[config.mk]
export PLATFORM = sky130hd
export DESIGN_NAME = carrier_counter
export DESIGN_NICKNAME = d
export VERILOG_FILES = /design/src/rtl/cc_pkg.sv /design/src/rtl/cc_prescaler.sv /design/src/rtl/cc_regs.sv /design/src/rtl/cc_phase_core.sv /design/src/rtl/carrier_counter.sv
export SDC_FILE = /design/constraint.sdc
export NUM_CORES = 1
export LEC_CHECK = 0
export ABC_CLOCK_PERIOD_IN_PS = 3100
export BUFFER_PORTS_ARGS = -buffer_cell sky130_fd_sc_hd__buf_2
export CAP_MARGIN = 25
export CORE_MARGIN = 8
export CORE_UTILIZATION = 30
export DETAILED_ROUTE_END_ITERATION = 8
export PLACE_DENSITY_LB_ADDON = 0.25
export SLEW_MARGIN = 25
export SYNTH_ARGS = -nofsm -noshare
export SYNTH_HDL_FRONTEND = slang
export SYNTH_HIERARCHICAL = 1
export SYNTH_SLANG_ARGS = --single-unit
[constraint.sdc]
create_clock -name clk -period 3.1 [get_ports clk]
set_input_delay 0.62 -clock clk [delete_from_list [all_inputs] [get_ports clk]]
set_output_delay 0.62 -clock clk [all_outputs]
set_load 0.05 [all_outputs]
[src/rtl/cc_pkg.sv]
package cc_pkg;
  localparam int ADDR_W = 2;
  localparam logic [ADDR_W-1:0] A_CTRL  = 2'd0;
  localparam logic [ADDR_W-1:0] A_HIGH  = 2'd1;
  localparam logic [ADDR_W-1:0] A_LOW   = 2'd2;
  localparam logic [ADDR_W-1:0] A_LEVEL = 2'd3;

  typedef enum logic [1:0] {
    IT_LOW  = 2'b00,
    IT_HIGH = 2'b01,
    IT_BOTH = 2'b10,
    IT_NONE = 2'b11
  } itime_e;

  typedef struct packed {
    itime_e     itime;
    logic [1:0] clk_sel;
    logic       irq_en;
    logic       pend;
    logic       mode;
    logic       run;
  } ctrl_t;

  localparam int CTRL_W = $bits(ctrl_t);
endpackage

[src/rtl/cc_prescaler.sv]
module cc_prescaler #(
  parameter int SEL_W = 2
) (
  input  logic             clk,
  input  logic             rst_n,
  input  logic             run,
  input  logic [SEL_W-1:0] sel,
  output logic             tick
);
  localparam int PW = (1 << SEL_W) - 1;

  logic [PW-1:0] pre_q;
  logic [PW-1:0] limit;

  always_comb begin
    limit = PW'((32'd1 << sel) - 32'd1);
    tick  = run && (pre_q == limit);
  end

  always_ff @(posedge clk or negedge rst_n) begin
    if (!rst_n)             pre_q <= '0;
    else if (!run || tick)  pre_q <= '0;
    else                    pre_q <= pre_q + 1'b1;
  end
endmodule

[src/rtl/cc_regs.sv]
module cc_regs
  import cc_pkg::*;
#(
  parameter int DATA_W = 8
) (
  input  logic              clk,
  input  logic              rst_n,
  input  logic [ADDR_W-1:0] bus_addr,
  input  logic              bus_wr,
  input  logic [DATA_W-1:0] bus_wdata,
  output logic [DATA_W-1:0] bus_rdata,
  input  logic              set_pend,
  input  logic              core_done,
  input  logic              cur_level,
  output ctrl_t             ctrl_q,
  output logic [DATA_W-1:0] high_q,
  output logic [DATA_W-1:0] low_q,
  output logic              load,
  output logic              lvl_wr
);
  logic ctrl_wr;
  ctrl_t wr_ctrl;

  always_comb begin
    ctrl_wr = bus_wr && (bus_addr == A_CTRL);
    lvl_wr  = bus_wr && (bus_addr == A_LEVEL);
    wr_ctrl = ctrl_t'(bus_wdata[CTRL_W-1:0]);
    load    = ctrl_wr && wr_ctrl.run && !ctrl_q.run;
  end

  always_ff @(posedge clk or negedge rst_n) begin
    if (!rst_n) begin
      ctrl_q <= '0;
      high_q <= '1;
      low_q  <= '1;
    end else begin
      if (ctrl_wr) begin
        ctrl_q      <= wr_ctrl;
        ctrl_q.pend <= set_pend | (ctrl_q.pend & ~wr_ctrl.pend);
      end else begin
        if (set_pend)  ctrl_q.pend <= 1'b1;
        if (core_done) ctrl_q.run  <= 1'b0;
      end
      if (bus_wr && bus_addr == A_HIGH) high_q <= bus_wdata;
      if (bus_wr && bus_addr == A_LOW)  low_q  <= bus_wdata;
    end
  end

  always_comb begin
    bus_rdata = '0;
    unique case (bus_addr)
      A_CTRL:  bus_rdata = DATA_W'(ctrl_q);
      A_HIGH:  bus_rdata = high_q;
      A_LOW:   bus_rdata = low_q;
      default: bus_rdata = DATA_W'(cur_level);
    endcase
  end
endmodule

[src/rtl/cc_phase_core.sv]
module cc_phase_core
  import cc_pkg::*;
#(
  parameter int DATA_W = 8
) (
  input  logic              clk,
  input  logic              rst_n,
  input  logic              load,
  input  logic              tick,
  input  logic              oneshot,
  input  itime_e            itime,
  input  logic [DATA_W-1:0] high_val,
  input  logic [DATA_W-1:0] low_val,
  input  logic              lvl_wr,
  input  logic              lvl_val,
  output logic              level,
  output logic              expire,
  output logic              set_pend,
  output logic              done
);
  logic [DATA_W-1:0] cnt_q;
  logic              half_q;
  logic              low_hit, high_hit;

  always_comb begin
    expire   = tick && (cnt_q == '0);
    low_hit  = (itime == IT_LOW)  || (itime == IT_BOTH);
    high_hit = (itime == IT_HIGH) || (itime == IT_BOTH);
    set_pend = expire && (level ? high_hit : low_hit);
    done     = expire && half_q && oneshot;
  end

  always_ff @(posedge clk or negedge rst_n) begin
    if (!rst_n) begin
      cnt_q  <= '0;
      half_q <= 1'b0;
      level  <= 1'b0;
    end else begin
      if (load) begin
        cnt_q  <= level ? high_val : low_val;
        half_q <= 1'b0;
      end else if (expire) begin
        cnt_q  <= level ? low_val : high_val;
        half_q <= ~half_q;
        level  <= ~level;
      end else if (tick) begin
        cnt_q  <= cnt_q - 1'b1;
      end
      if (lvl_wr) level <= lvl_val;
    end
  end
endmodule

[src/rtl/carrier_counter.sv]
module carrier_counter
  import cc_pkg::*;
#(
  parameter int DATA_W = 8
) (
  input  logic              clk,
  input  logic              rst_n,
  input  logic [1:0]        bus_addr,
  input  logic              bus_wr,
  input  logic [DATA_W-1:0] bus_wdata,
  output logic [DATA_W-1:0] bus_rdata,
  output logic              wave_out,
  output logic              irq
);
  localparam int SEL_W = $bits(ctrl_q.clk_sel);

  ctrl_t             ctrl_q;
  logic [DATA_W-1:0] high_q, low_q;
  logic              load, lvl_wr, tick_w, expire_w, set_pend, done_w, level;

  cc_regs #(.DATA_W(DATA_W)) u_regs (
    .clk(clk), .rst_n(rst_n),
    .bus_addr(bus_addr), .bus_wr(bus_wr), .bus_wdata(bus_wdata), .bus_rdata(bus_rdata),
    .set_pend(set_pend), .core_done(done_w), .cur_level(level),
    .ctrl_q(ctrl_q), .high_q(high_q), .low_q(low_q), .load(load), .lvl_wr(lvl_wr)
  );

  cc_prescaler #(.SEL_W(SEL_W)) u_pre (
    .clk(clk), .rst_n(rst_n), .run(ctrl_q.run), .sel(ctrl_q.clk_sel), .tick(tick_w)
  );

  cc_phase_core #(.DATA_W(DATA_W)) u_core (
    .clk(clk), .rst_n(rst_n), .load(load), .tick(tick_w),
    .oneshot(!ctrl_q.mode), .itime(ctrl_q.itime),
    .high_val(high_q), .low_val(low_q),
    .lvl_wr(lvl_wr), .lvl_val(bus_wdata[0]),
    .level(level), .expire(expire_w), .set_pend(set_pend), .done(done_w)
  );

  assign wave_out = level;
  assign irq      = ctrl_q.pend & ctrl_q.irq_en;
endmodule

# Word level (Yosys, flattened, before mapping)
# Index checks and enable logic that the tools add are counted.
dict set report op_classes {
  add_sub_neg 3
  eq_ne 7
  shifts 1
  n_mux 17
  bitwise_logic 6
  reduce_logical 25
}
# operator count
set op_table {}
lappend op_table {{$mux W8} 5}
lappend op_table {{$pmux W8 S3} 1}
lappend op_table {{$logic_and A1 B1 Y1} 11}
lappend op_table {{$mux W1} 10}
lappend op_table {{$logic_not A8 Y1} 1}
lappend op_table {{$reduce_bool A2 Y1} 4}
lappend op_table {{$sub A8 B1 Y8 const B} 1}
lappend op_table {{$eq A2 B2 Y1 const B} 3}
lappend op_table {{$eq A2 B1 Y1 const B} 2}
lappend op_table {{$logic_not A2 Y1} 2}
lappend op_table {{$add A3 B1 Y3 const B} 1}
lappend op_table {{$eq A3 B3 Y1} 1}
lappend op_table {{$logic_or A1 B1 Y1} 3}
lappend op_table {{$mux W3} 1}
lappend op_table {{$not A1 Y1} 3}
lappend op_table {{$reduce_bool A3 Y1} 1}
lappend op_table {{$shl A1 B2 Y3 const A} 1}
lappend op_table {{$sub A3 B1 Y3 const B} 1}
lappend op_table {{$and A1 B1 Y1} 2}
lappend op_table {{$logic_not A1 Y1} 2}
lappend op_table {{$ne A2 B1 Y1 const B} 1}
lappend op_table {{$reduce_and A2 Y1} 1}
lappend op_table {{$or A1 B1 Y1} 1}
dict set report totals {
  register_bits 37
  in_bits 13
  output_inout_bits 10
  wordCells 71
}

# Longest topological paths before layout
# Gate-level depths: netlist of run 1.
dict set report depth {
  depth_word 9
  ltp_mapped 9
  ltp_nobuf 8
}

# Cells and area by module
# The synthesis of run 1 kept the hierarchy.
# module n_inst cells_each area_each_um2 seq_area_each_um2
set by_module_without_submodules {}
lappend by_module_without_submodules {cc_regs 1 75 1139.8 620.6}
lappend by_module_without_submodules {cc_phase_core 1 95 879.6 250.2}
lappend by_module_without_submodules {cc_prescaler 1 18 178.9 75.1}
lappend by_module_without_submodules {carrier_counter 1 2 10.0 0.0}

# Worst setup path after synthesis of run 1
# No wires, ideal clock.
dict set report synth_timing {
  path_type {register to register}
  from {register, netlist name u_regs/ctrl_q[4]}
  to {register u_core.cnt_q[1]}
  setup_time_ps 94
  arrival_time_ps 2311
  required_time_ps 3006
  path_slack_ps 696
  path_stages_with_launch 9
  path_buffers 1
  synth_period_minus_slack_ps 2404
  cell_sequence {dfrtp_1 nor4bb_1 a22o_1 o21a_1 clkbuf_1 nand2_1 nor3_4 mux2_2 a221oi_2}
}
dict set report synth_between {
  elab_chain_len 7
  word_cells_on_any_way 8
  cone_classes {add/sub: 1; eq/ne: 1; shift: 1; mux: 2; reduce/logical: 3}
}
# element line
set synth_rtl {}
lappend synth_rtl {{$shl A1 B2 Y3 (*)} cc_prescaler.sv:16} ;# limit = PW'((32'd1 << sel) - 32'd1);
lappend synth_rtl {{$sub A3 B1 Y3 (*)} cc_prescaler.sv:16}
lappend synth_rtl {{$eq A3 B3 Y1 (*)} cc_prescaler.sv:17} ;# tick = run && (pre_q == limit);
lappend synth_rtl {{$logic_and A1 B1 Y1 (*)} cc_prescaler.sv:17}
lappend synth_rtl {{net tick_w} carrier_counter.sv:19} ;# logic load, lvl_wr, tick_w, expire_w, set_pend, done_w, level;
lappend synth_rtl {{$logic_and A1 B1 Y1 (*)} cc_phase_core.sv:26} ;# expire = tick && (cnt_q == '0);
lappend synth_rtl {{net expire_w} carrier_counter.sv:19}
lappend synth_rtl {{$mux W8} cc_phase_core.sv:42} ;# end else if (expire) begin
lappend synth_rtl {{$mux W8} cc_phase_core.sv:39} ;# if (load) begin
lappend synth_rtl {{end signal, assigned} cc_phase_core.sv:40} ;# cnt_q <= level ? high_val : low_val;
lappend synth_rtl {{end signal, assigned} cc_phase_core.sv:43} ;# cnt_q <= level ? low_val : high_val;
lappend synth_rtl {{end signal, assigned} cc_phase_core.sv:47} ;# cnt_q <= cnt_q - 1'b1;
lappend synth_rtl {{end, declared} cc_phase_core.sv:21} ;# logic [DATA_W-1:0] cnt_q;
# The timed path passes the listed nets; every way through them passes the cells marked *.
# A chain may end at the register's enable or synchronous reset.

# Final worst setup path of run 1
dict set report layout_timing {
  from {register, netlist name u_regs/ctrl_q[4]}
  to {register u_core.cnt_q[1]}
}
dict set report layout_between {
  elab_chain_len 7
  word_cells_on_any_way 8
  cone_classes {add/sub: 1; eq/ne: 1; shift: 1; mux: 2; reduce/logical: 3}
}
# element line
set layout_rtl {}
lappend layout_rtl {{$shl A1 B2 Y3 (*)} cc_prescaler.sv:16}
lappend layout_rtl {{$sub A3 B1 Y3 (*)} cc_prescaler.sv:16}
lappend layout_rtl {{$eq A3 B3 Y1 (*)} cc_prescaler.sv:17}
lappend layout_rtl {{$logic_and A1 B1 Y1 (*)} cc_prescaler.sv:17}
lappend layout_rtl {{net tick_w} carrier_counter.sv:19}
lappend layout_rtl {{$logic_and A1 B1 Y1 (*)} cc_phase_core.sv:26}
lappend layout_rtl {{net expire_w} carrier_counter.sv:19}
lappend layout_rtl {{$mux W8} cc_phase_core.sv:42}
lappend layout_rtl {{$mux W8} cc_phase_core.sv:39}
# Marked as above.

==> impl_metrics.yaml, run 1 <==
synth:
  synth-edff-count: 0
  synth_ff_type: "dfrtp_1"
  synth-async-reset-ratio_pct: 100
  ys_warn_count: 6
  synthesis.nets: 205
  syn_area_um2: 2210
  synth-seq-cells: 37
  synth.avg_cell_area_um2: 11.6
  synthCells: 190
  yosysSeqAreaShare_pct: 42.8
  synth_cell_types: 54
critical_path:
  cp.required_ns: 3.30
  start_kind: "flip-flop"
  critical_path_class: "reg -> reg"
  reg2reg_from: "u_regs/ctrl_q[4]$_DFFE_PN0N_"
  reg2regPathDepth: 7
  crit_fanout: 9
  end_kind: "flip-flop"
  reg2reg_to: "u_core/cnt_q[1]$_DFFE_PN0P_"
  worstPathArrival_ns: 2.87
  ff2ff_setup_slack_ns: 0.43
die:
  die_x_um: 102
  rows: 31
  start_util_pct: 30.8
  ios: 23
  die_area_um2: 10400
  core_area_um2: 7180
  fp.dieH_um: 102
cells_and_area:
  n_antenna_cell: 0
  drive_gt1_share_pct: 40.7
  syn2layout_area_growth_pct: 13.9
  final_cell_mix: "28 x mux2_2, 22 x buf_2, 21 x dfrtp_1"
  nets: 230
  final_common_cell: "mux2_2"
power_and_ir_drop:
  ir_drop_mv: 0.288
  pwr_density_cell_nw_per_um2: 715
  power_leakage_nw: 1.05
placement:
  dp_hpwl_um: 3770
  gp_congestion: 0.816
  port_buffers: 22
job:
  drv_cap: 0
timing:
  relSlewSlack_pct: 43.3
  hold_ws_ns: 0.435
  tightest_slew_ns: 0.851
  clock_skew_ns: 0.00573
  hold_violations: 0
  finalSetupViolCount: 0
  finalCriticalPeriod_ns: 2.67
  max_freq_mhz: 375
  min_period_over_period_pct: 86.0
  rsz0062_at_grt: "false"
  maxSlewViolCount: 0
  setup_tns_ns: 0
cts:
  cts_max_path_buffers: 2
  cts_sinks: 37
  cts_buffers: 5
  clk_pin_slew_ns: 0.07
  cts-htree-levels: 2
  insertion_delay_ns: 0.29
  cts_tree: "done"
  postCtsSetupRepairBufs: 0
  cts_resized: 0
  cts-root-buf: "clkbuf_8"
  cts_hold_buf: 0
drt:
  wl_per_cell_um: 16.6
  vias_per_cell: 5.17
  drc: 0
  vias: 1629
  first_pass_iters: 5
  ant_nets: 0
  first_iter_violations: 104
  drt_wl_total_um: 5240
grt:
  grt_first_pass_wirelength_um: 8680
  overflow: 0
  track_usage_pct: 10.9
  grt_antenna_before_repair: 0
  grt_pass1_vias: 1703
  grt_max_degree: 38
min_path:
  hold_path_class: "in -> async"
outcome:
  status: "complete, no violations"
[synthesized netlist by cell type, types with 3 or more instances]
library cell | n | area share (%)
nor4_1 | 3 | 0.85
dfrtp_1 | 21 | 24
o2bb2ai_1 | 7 | 2.8
mux2i_1 | 19 | 8.6
clkbuf_1 | 3 | 0.51
nand2_1 | 7 | 1.2
nor2b_1 | 4 | 1.1
o21a_1 | 3 | 1.0
mux2_2 | 28 | 14
xnor2_1 | 4 | 1.6
dfstp_2 | 16 | 19
nor3_1 | 9 | 2.0
inv_1 | 5 | 0.85
nor2_1 | 9 | 1.5
[power by group]
part	internal [mW]	switching [mW]
Sequential	0.644	0.155
Combinational	0.302	0.346
Clock	0.181	0.169
[final cells by class]
class	count	area, um2
Clock buffer	8	90.1
Multi-Input combinational cell	141	1200
Timing Repair Buffer	25	133
Sequential cell	37	946
Inverter	5	18.8
Fill cell	725	4660
Tap cell	99	124
[per-layer routing]
layer	share of wire [%]	wire, um	GRT usage (%)	vias to the layer above
li1	-	-	-	766
met1	48	2500	14.1	823
met2	48	2510	17.5	33
met3	2.7	140	1.86	7
met4	1.8	94	4.81	0
met5	0	0	0	-
[logic make-up (layout without fill, tap and decap cells)]
| logic type | after synthesis | after routing | synth area share [%] |
|---|---|---|---|
| buf+inv | 12 | 38 | 2.66 |
| xor+xnor | 5 | 5 | 1.98 |
| flops | 37 | 37 | 42.8 |
| fa+ha+maj | 2 | 2 | 1.13 |
| simple gates | 53 | 53 | 15.3 |
| mux | 48 | 48 | 23.9 |
| compound gates | 33 | 33 | 12.2 |
[sequential cells by signal (all words and copies together) (netlist names)]
name           count
u_regs/high_q      8
u_core/level       1
u_regs/low_q       8
u_core/cnt_q       8
u_regs/ctrl_q      8
u_core/half_q      1
u_pre/pre_q        3
[worst max-delay path by stage]
stage | startpoint | to | cells past startpoint
final | u_regs/ctrl_q[4]$_DFFE_PN0N_ | u_core/cnt_q[1]$_DFFE_PN0P_ | 7
after global routing | u_regs/ctrl_q[5]$_DFFE_PN0N_ | u_core/cnt_q[1]$_DFFE_PN0P_ | 7
after CTS | u_regs/ctrl_q[4]$_DFFE_PN0N_ | u_core/cnt_q[1]$_DFFE_PN0P_ | 7
after detailed placement | u_regs/ctrl_q[5]$_DFFE_PN0N_ | u_core/cnt_q[1]$_DFFE_PN0P_ | 7
after global placement | u_regs/ctrl_q[4]$_DFFE_PN0N_ | u_core/cnt_q[1]$_DFFE_PN0P_ | 7
after floorplan | u_regs/ctrl_q[4]$_DFFE_PN0N_ | u_core/cnt_q[1]$_DFFE_PN0P_ | 8
[through the flow]
step                total power [mW]  cells  instance area [um2]  util [%]  setup slack [ns]
finish                          1.80    315                 2510      35.0             0.433
global route                    1.91    315                 2510      35.0             0.231
CTS                             1.81    315                 2510      35.0             0.436
detailed placement              1.45    307                 2420      33.8             0.475
global placement                1.45    307                 2420      33.8             0.576
floorplan                       1.29    190                 2210         -             0.696
[worst max-delay path: stages, from the launching register on]
cell and delay, ns:
dfrtp_1 0.44, nor4bb_1 0.32, a22o_1 0.22, o21a_1 0.27
nand2_1 0.27, nor3_4 0.45, mux2_2 0.39, a221oi_2 0.21
Note: power is estimated with default switching activity, not from simulation.
==> run 2: changes to the inputs <==
--- a/config.mk
+++ b/config.mk
@@ -11,7 +11,7 @@
 export CORE_MARGIN = 8
 export CORE_UTILIZATION = 30
 export DETAILED_ROUTE_END_ITERATION = 8
-export PLACE_DENSITY_LB_ADDON = 0.25
+export PLACE_DENSITY_LB_ADDON = 0.3
 export SLEW_MARGIN = 25
 export SYNTH_ARGS = -nofsm -noshare
 export SYNTH_HDL_FRONTEND = slang
==> run 2 against run 1 <==
Compared with the run above: via count is 1.4% lower; maximum frequency is 0.97% lower; highest routed layer unchanged; worst setup slack worse by 0.026 ns; combinational power hardly changed; first-iteration DRC count is 23% lower; sequential power hardly changed; cell area is 0.30% lower; power is 1.5% lower; count of clock-buffer cells in the layout is 2 lower; critical endpoint unchanged; cell count stayed put; register-to-register slack worse by 0.03 ns; non-clock buffer count stayed put.
==> impl_metrics.yaml, run 2 (same netlist as run 1, synthesis figures left out) <==
cts:
  cts-root-buf: "clkbuf_8"
  cts_max_path_buffers: 2
  cts_buffers: 5
  cts_sinks: 37
  postCtsSetupRepairBufs: 0
  clk_pin_slew_ns: 0.07
  cts_tree: "done"
  cts_hold_buf: 0
  insertion_delay_ns: 0.28
  cts-htree-levels: 2
  cts_resized: 0
drt:
  drt_wl_total_um: 5250
  ant_nets: 0
  drc: 0
  first_pass_iters: 4
  vias_per_cell: 5.10
  first_iter_violations: 80
  vias: 1607
  wl_per_cell_um: 16.7
timing:
  finalSetupViolCount: 0
  relSlewSlack_pct: 45.0
  hold_violations: 0
  max_freq_mhz: 371
  setup_tns_ns: 0
  maxSlewViolCount: 0
  hold_ws_ns: 0.436
  finalCriticalPeriod_ns: 2.69
  tightest_slew_ns: 0.825
  clock_skew_ns: 0.00288
  min_period_over_period_pct: 86.9
  rsz0062_at_grt: "false"
power_and_ir_drop:
  combPwrFrac_pct: 36.5
  power_leakage_nw: 1.05
  switchingPower_mw: 0.669
  power_frac_clock_pct: 18.4
  intPower_mw: 1.10
  p_sw_share_pct: 37.8
  seq_power_share_pct: 45.1
  ir_drop_mv: 0.346
  pwr_density_cell_nw_per_um2: 706
critical_path:
  ff2ff_setup_slack_ns: 0.41
  critPathSlowestCell: "nor3_4"
  start_kind: "flip-flop"
  max_stage_delay_ns: 0.45
  crit_fanout: 9
  critical_path_class: "reg -> reg"
  end_kind: "flip-flop"
  reg2regPathDepth: 7
  cp_cell_sequence: "nor4bb_1 > a22o_1 > o21a_1 > nand2_1 > nor3_4 > mux2_2 > a221oi_2"
  reg2reg_from: "u_regs/ctrl_q[4]$_DFFE_PN0N_"
  cp.required_ns: 3.30
  reg2reg_to: "u_core/cnt_q[1]$_DFFE_PN0P_"
  crit_path_start: "u_regs/ctrl_q[4]$_DFFE_PN0N_"
  worstPathArrival_ns: 2.89
grt:
  grt_pass1_vias: 1690
  track_usage_pct: 10.9
  overflow: 0
  grt_max_degree: 38
  grt_first_pass_wirelength_um: 8780
  grt_antenna_before_repair: 0
cells_and_area:
  nets: 230
  final_common_cell: "mux2_2"
  fillers: 745
  final_cell_mix: "28 x mux2_2, 22 x buf_2, 21 x dfrtp_1"
  final-instance-count-excl-fill: 315
  n_antenna_cell: 0
  syn2layout_area_growth_pct: 13.5
  drive_gt1_share_pct: 41.2
die:
  start_util_pct: 30.8
  ios: 23
  core_area_um2: 7180
  fp.dieH_um: 102
  rows: 31
  die_area_um2: 10400
  die_x_um: 102
placement:
  place_inst: 307
  gp_congestion: 0.816
  dp_hpwl_um: 3740
  port_buffers: 22
job:
  drv_cap: 0
min_path:
  hold_path_class: "in -> async"
outcome:
  status: "complete, no violations"
==> run 2: power groups by stage <==
stage          Combinational [mW]  Clock [mW]  Sequential, mW
2_1_floorplan               0.518           0           0.769
3_3_place_gp                0.641           0           0.803
3_5_place_dp                0.648           0           0.802
4_1_cts                     0.650       0.338           0.796
5_1_grt                     0.711       0.361           0.821
6_report                    0.646       0.326           0.798
==> run 2: worst max-delay path, delay by kind of cell, from the launching register on <==
kind / cells / cell delay, ns
mux: 1 / 0.39
flops: 1 / 0.44
compound gates: 3 / 0.72
simple gates: 3 / 1.06
==> run 2: stage by stage <==
step | power [mW] | cell area (um2) | setup WS, ns | util (%)
2_1_floorplan | 1.29 | 2210 | 0.696 | -
3_3_place_gp | 1.44 | 2420 | 0.581 | 33.8
3_5_place_dp | 1.45 | 2420 | 0.428 | 33.8
4_1_cts | 1.78 | 2510 | 0.408 | 34.9
5_1_grt | 1.89 | 2510 | 0.223 | 34.9
6_report | 1.77 | 2510 | 0.407 | 34.9
==> run 2: worst max path at each step <==
| stage | end | cells past startpoint | slack (ns) |
|---|---|---|---|
| 4_1_cts | u_core/cnt_q[1]$_DFFE_PN0P_ | 7 | 0.41 |
| 3_3_place_gp | u_core/cnt_q[1]$_DFFE_PN0P_ | 7 | 0.58 |
| 6_report | u_core/cnt_q[1]$_DFFE_PN0P_ | 7 | 0.41 |
| 3_5_place_dp | u_core/cnt_q[1]$_DFFE_PN0P_ | 7 | 0.43 |
| 5_1_grt | u_core/cnt_q[1]$_DFFE_PN0P_ | 7 | 0.22 |
| 2_1_floorplan | u_core/cnt_q[1]$_DFFE_PN0P_ | 8 | 0.70 |
==> run 2: cell type report <==
type | count | area (um2) | share of cell area [%]
flip-flops and latches | 37 | 946 | 37.7
inverters | 5 | 18.8 | 0.749
multi-input cells | 141 | 1200 | 48.0
clock inverters | 2 | 10.0 | 0.399
clock buffers | 6 | 72.6 | 2.89
well taps | 99 | 124 | 4.94
repair buffers | 25 | 133 | 5.29
==> run 2: metal layers <==
metal  wire (um)  share of wire (%)  vias up  global-route usage [%]
met1        2520                 48      803                    14.0
met2        2510                 48       27                    17.4
met3         150                2.9        4                    2.54
li1            -                  -      773                       -
met5           0                  0        -                       0
met4          64                1.2        0                    3.78
==> run 3: changes to the inputs <==
--- a/config.mk
+++ b/config.mk
@@ -5,6 +5,7 @@
 export SDC_FILE = /design/constraint.sdc
 export NUM_CORES = 1
 export LEC_CHECK = 0
+export ABC_AREA = 1
 export ABC_CLOCK_PERIOD_IN_PS = 3100
 export BUFFER_PORTS_ARGS = -buffer_cell sky130_fd_sc_hd__buf_2
 export CAP_MARGIN = 25
==> run 3 against run 2 <==
Compared with the run above: first-iteration DRC count rose by 91%; sequential power fell by 5.8%; utilization is 0.58 points lower; non-clock buffer count decreased by 3; flip-flop and latch count stayed put; combinational power shrank 8.0%; maximum frequency rose by 12%; worst setup slack improved by 0.28 ns; cell count is 46% higher; register-to-register slack gained 0.55 ns; global-route usage up 0.67 points; worst hold slack lost 0.0050 ns.
==> impl_metrics.yaml, run 3 <==
outcome:
  status: "complete, no violations"
cells_and_area:
  nets: 372
  n_antenna_cell: 0
  drive_gt1_share_pct: 21.8
  final_common_cell: "nand2_1"
  syn2layout_area_growth_pct: 11.8
  fin_area_um2: 2640
  fillers: 850
  final_cell_mix: "142 x nand2_1, 31 x nand3_1, 22 x buf_2"
cts:
  insertion_delay_ns: 0.29
  postCtsSetupRepairBufs: 0
  clk_pin_slew_ns: 0.08
  cts_hold_buf: 0
  cts_max_path_buffers: 2
  cts-root-buf: "clkbuf_8"
  cts_buffers: 5
  cts-htree-levels: 2
  cts_tree: "done"
  cts_resized: 0
  cts_sinks: 37
drt:
  vias_per_cell: 4.57
  first_pass_iters: 4
  ant_nets: 0
  wl_per_cell_um: 13.1
  vias: 2101
  first_iter_violations: 153
  drc: 0
  drt_wl_total_um: 6030
critical_path:
  crit_fanout: 17
  crit_path_start: "bus_addr[1]"
  start_kind: "input pin"
  reg2reg_from: "u_regs/ctrl_q[5]$_DFFE_PN0N_"
  ff2ff_setup_slack_ns: 0.96
  end_kind: "flip-flop"
  reg2reg_to: "u_regs/ctrl_q[0]$_DFFE_PN0P_"
  critical_path_class: "in -> reg"
  worstPathArrival_ns: 2.62
  cp.required_ns: 3.31
  reg2regPathDepth: 10
  crit_end: "u_core/cnt_q[6]$_DFFE_PN0P_"
timing:
  relSlewSlack_pct: 43.3
  min_period_over_period_pct: 77.8
  setup_tns_ns: 0
  maxSlewViolCount: 0
  max_freq_mhz: 415
  hold_violations: 0
  finalSetupViolCount: 0
  hold_ws_ns: 0.431
  clock_skew_ns: 0.00648
  rsz0062_at_grt: "false"
  finalCriticalPeriod_ns: 2.41
  tightest_slew_ns: 0.851
die:
  core_area_um2: 7690
  die_area_um2: 11000
  fp.dieH_um: 105
  rows: 32
  ios: 23
  start_util_pct: 30.7
  die_x_um: 105
power_and_ir_drop:
  ir_drop_mv: 0.262
  combPwrFrac_pct: 35.0
  p_sw_share_pct: 41.0
  switchingPower_mw: 0.695
  total_power_mw: 1.70
  pwr_density_cell_nw_per_um2: 642
  power_leakage_nw: 1.37
  power_frac_clock_pct: 20.7
  seq_power_share_pct: 44.3
  intPower_mw: 1.00
grt:
  grt_max_degree: 38
  overflow: 0
  grt_pass1_vias: 2126
  grt_first_pass_wirelength_um: 10500
  grt_antenna_before_repair: 0
  track_usage_pct: 11.6
placement:
  port_buffers: 22
  gp_congestion: 0.837
  dp_hpwl_um: 4510
  placed_area_um2: 2550
synth:
  synth.avg_cell_area_um2: 7.03
  ys_warn_count: 6
  synthCells: 336
  syn_area_um2: 2360
  synthesis.nets: 351
job:
  drv_cap: 0
min_path:
  hold_path_class: "in -> async"
-- run 3: per-layer routing --
layer	wire length, um	vias up	global-route usage (%)
met1	3000	967	15.0
li1	-	1100	-
met5	0	-	0
met2	2830	30	19.0
met4	41	0	2.55
met3	165	4	2.89
-- run 3: final cells by class --
| class | instances | area [um2] | share of cell area (%) |
|---|---|---|---|
| Multi-Input combinational cell | 259 | 1250 | 47.2 |
| Sequential cell | 37 | 946 | 35.8 |
| Tap cell | 102 | 128 | 4.83 |
| Inverter | 32 | 120 | 4.55 |
| Timing Repair Buffer | 22 | 110 | 4.17 |
| Clock buffer | 8 | 90.1 | 3.41 |
-- run 3: how the worst min path moves through the flow --
stage | start | to | slack [ns] | cells past startpoint
finish | rst_n | u_core/cnt_q[7]$_DFFE_PN0P_ | 0.43 | 1
global route | rst_n | u_core/level$_DFFE_PN0P_ | 0.50 | 1
CTS | rst_n | u_core/cnt_q[7]$_DFFE_PN0P_ | 0.47 | 1
detailed placement | u_regs/high_q[5]$_DFFE_PN1P_ | u_regs/high_q[5]$_DFFE_PN1P_ | 0.47 | 2
global placement | u_regs/high_q[3]$_DFFE_PN1P_ | u_regs/high_q[3]$_DFFE_PN1P_ | 0.47 | 2
floorplan | rst_n | u_core/cnt_q[0]$_DFFE_PN0P_ | 0.32 | 0
-- run 3: power by group through the flow --
stage | Clock [mW] | Sequential (mW) | Combinational [mW]
finish | 0.351 | 0.752 | 0.594
detailed placement | 0 | 0.760 | 0.598
floorplan | 0 | 0.725 | 0.476
CTS | 0.361 | 0.752 | 0.601
global route | 0.386 | 0.778 | 0.676
global placement | 0 | 0.763 | 0.587
-- run 3: critical path, stage by stage --
cell and delay [ns]:
buf_2 0.13, nor2_4 0.37, nand3_1 0.17, nor2_1 0.54, nor2_1 0.35, inv_1 0.24
nor2_1 0.06, a21oi_1 0.13
-- run 3: through the flow --
stage                     util, %  std cells  setup slack (ns)
after floorplan                 -        336              1.12
after global placement       33.2        452             0.493
after detailed placement     33.2        452             0.444
after CTS                    34.4        460             0.750
after global routing         34.4        460             0.475
final                        34.4        460             0.688
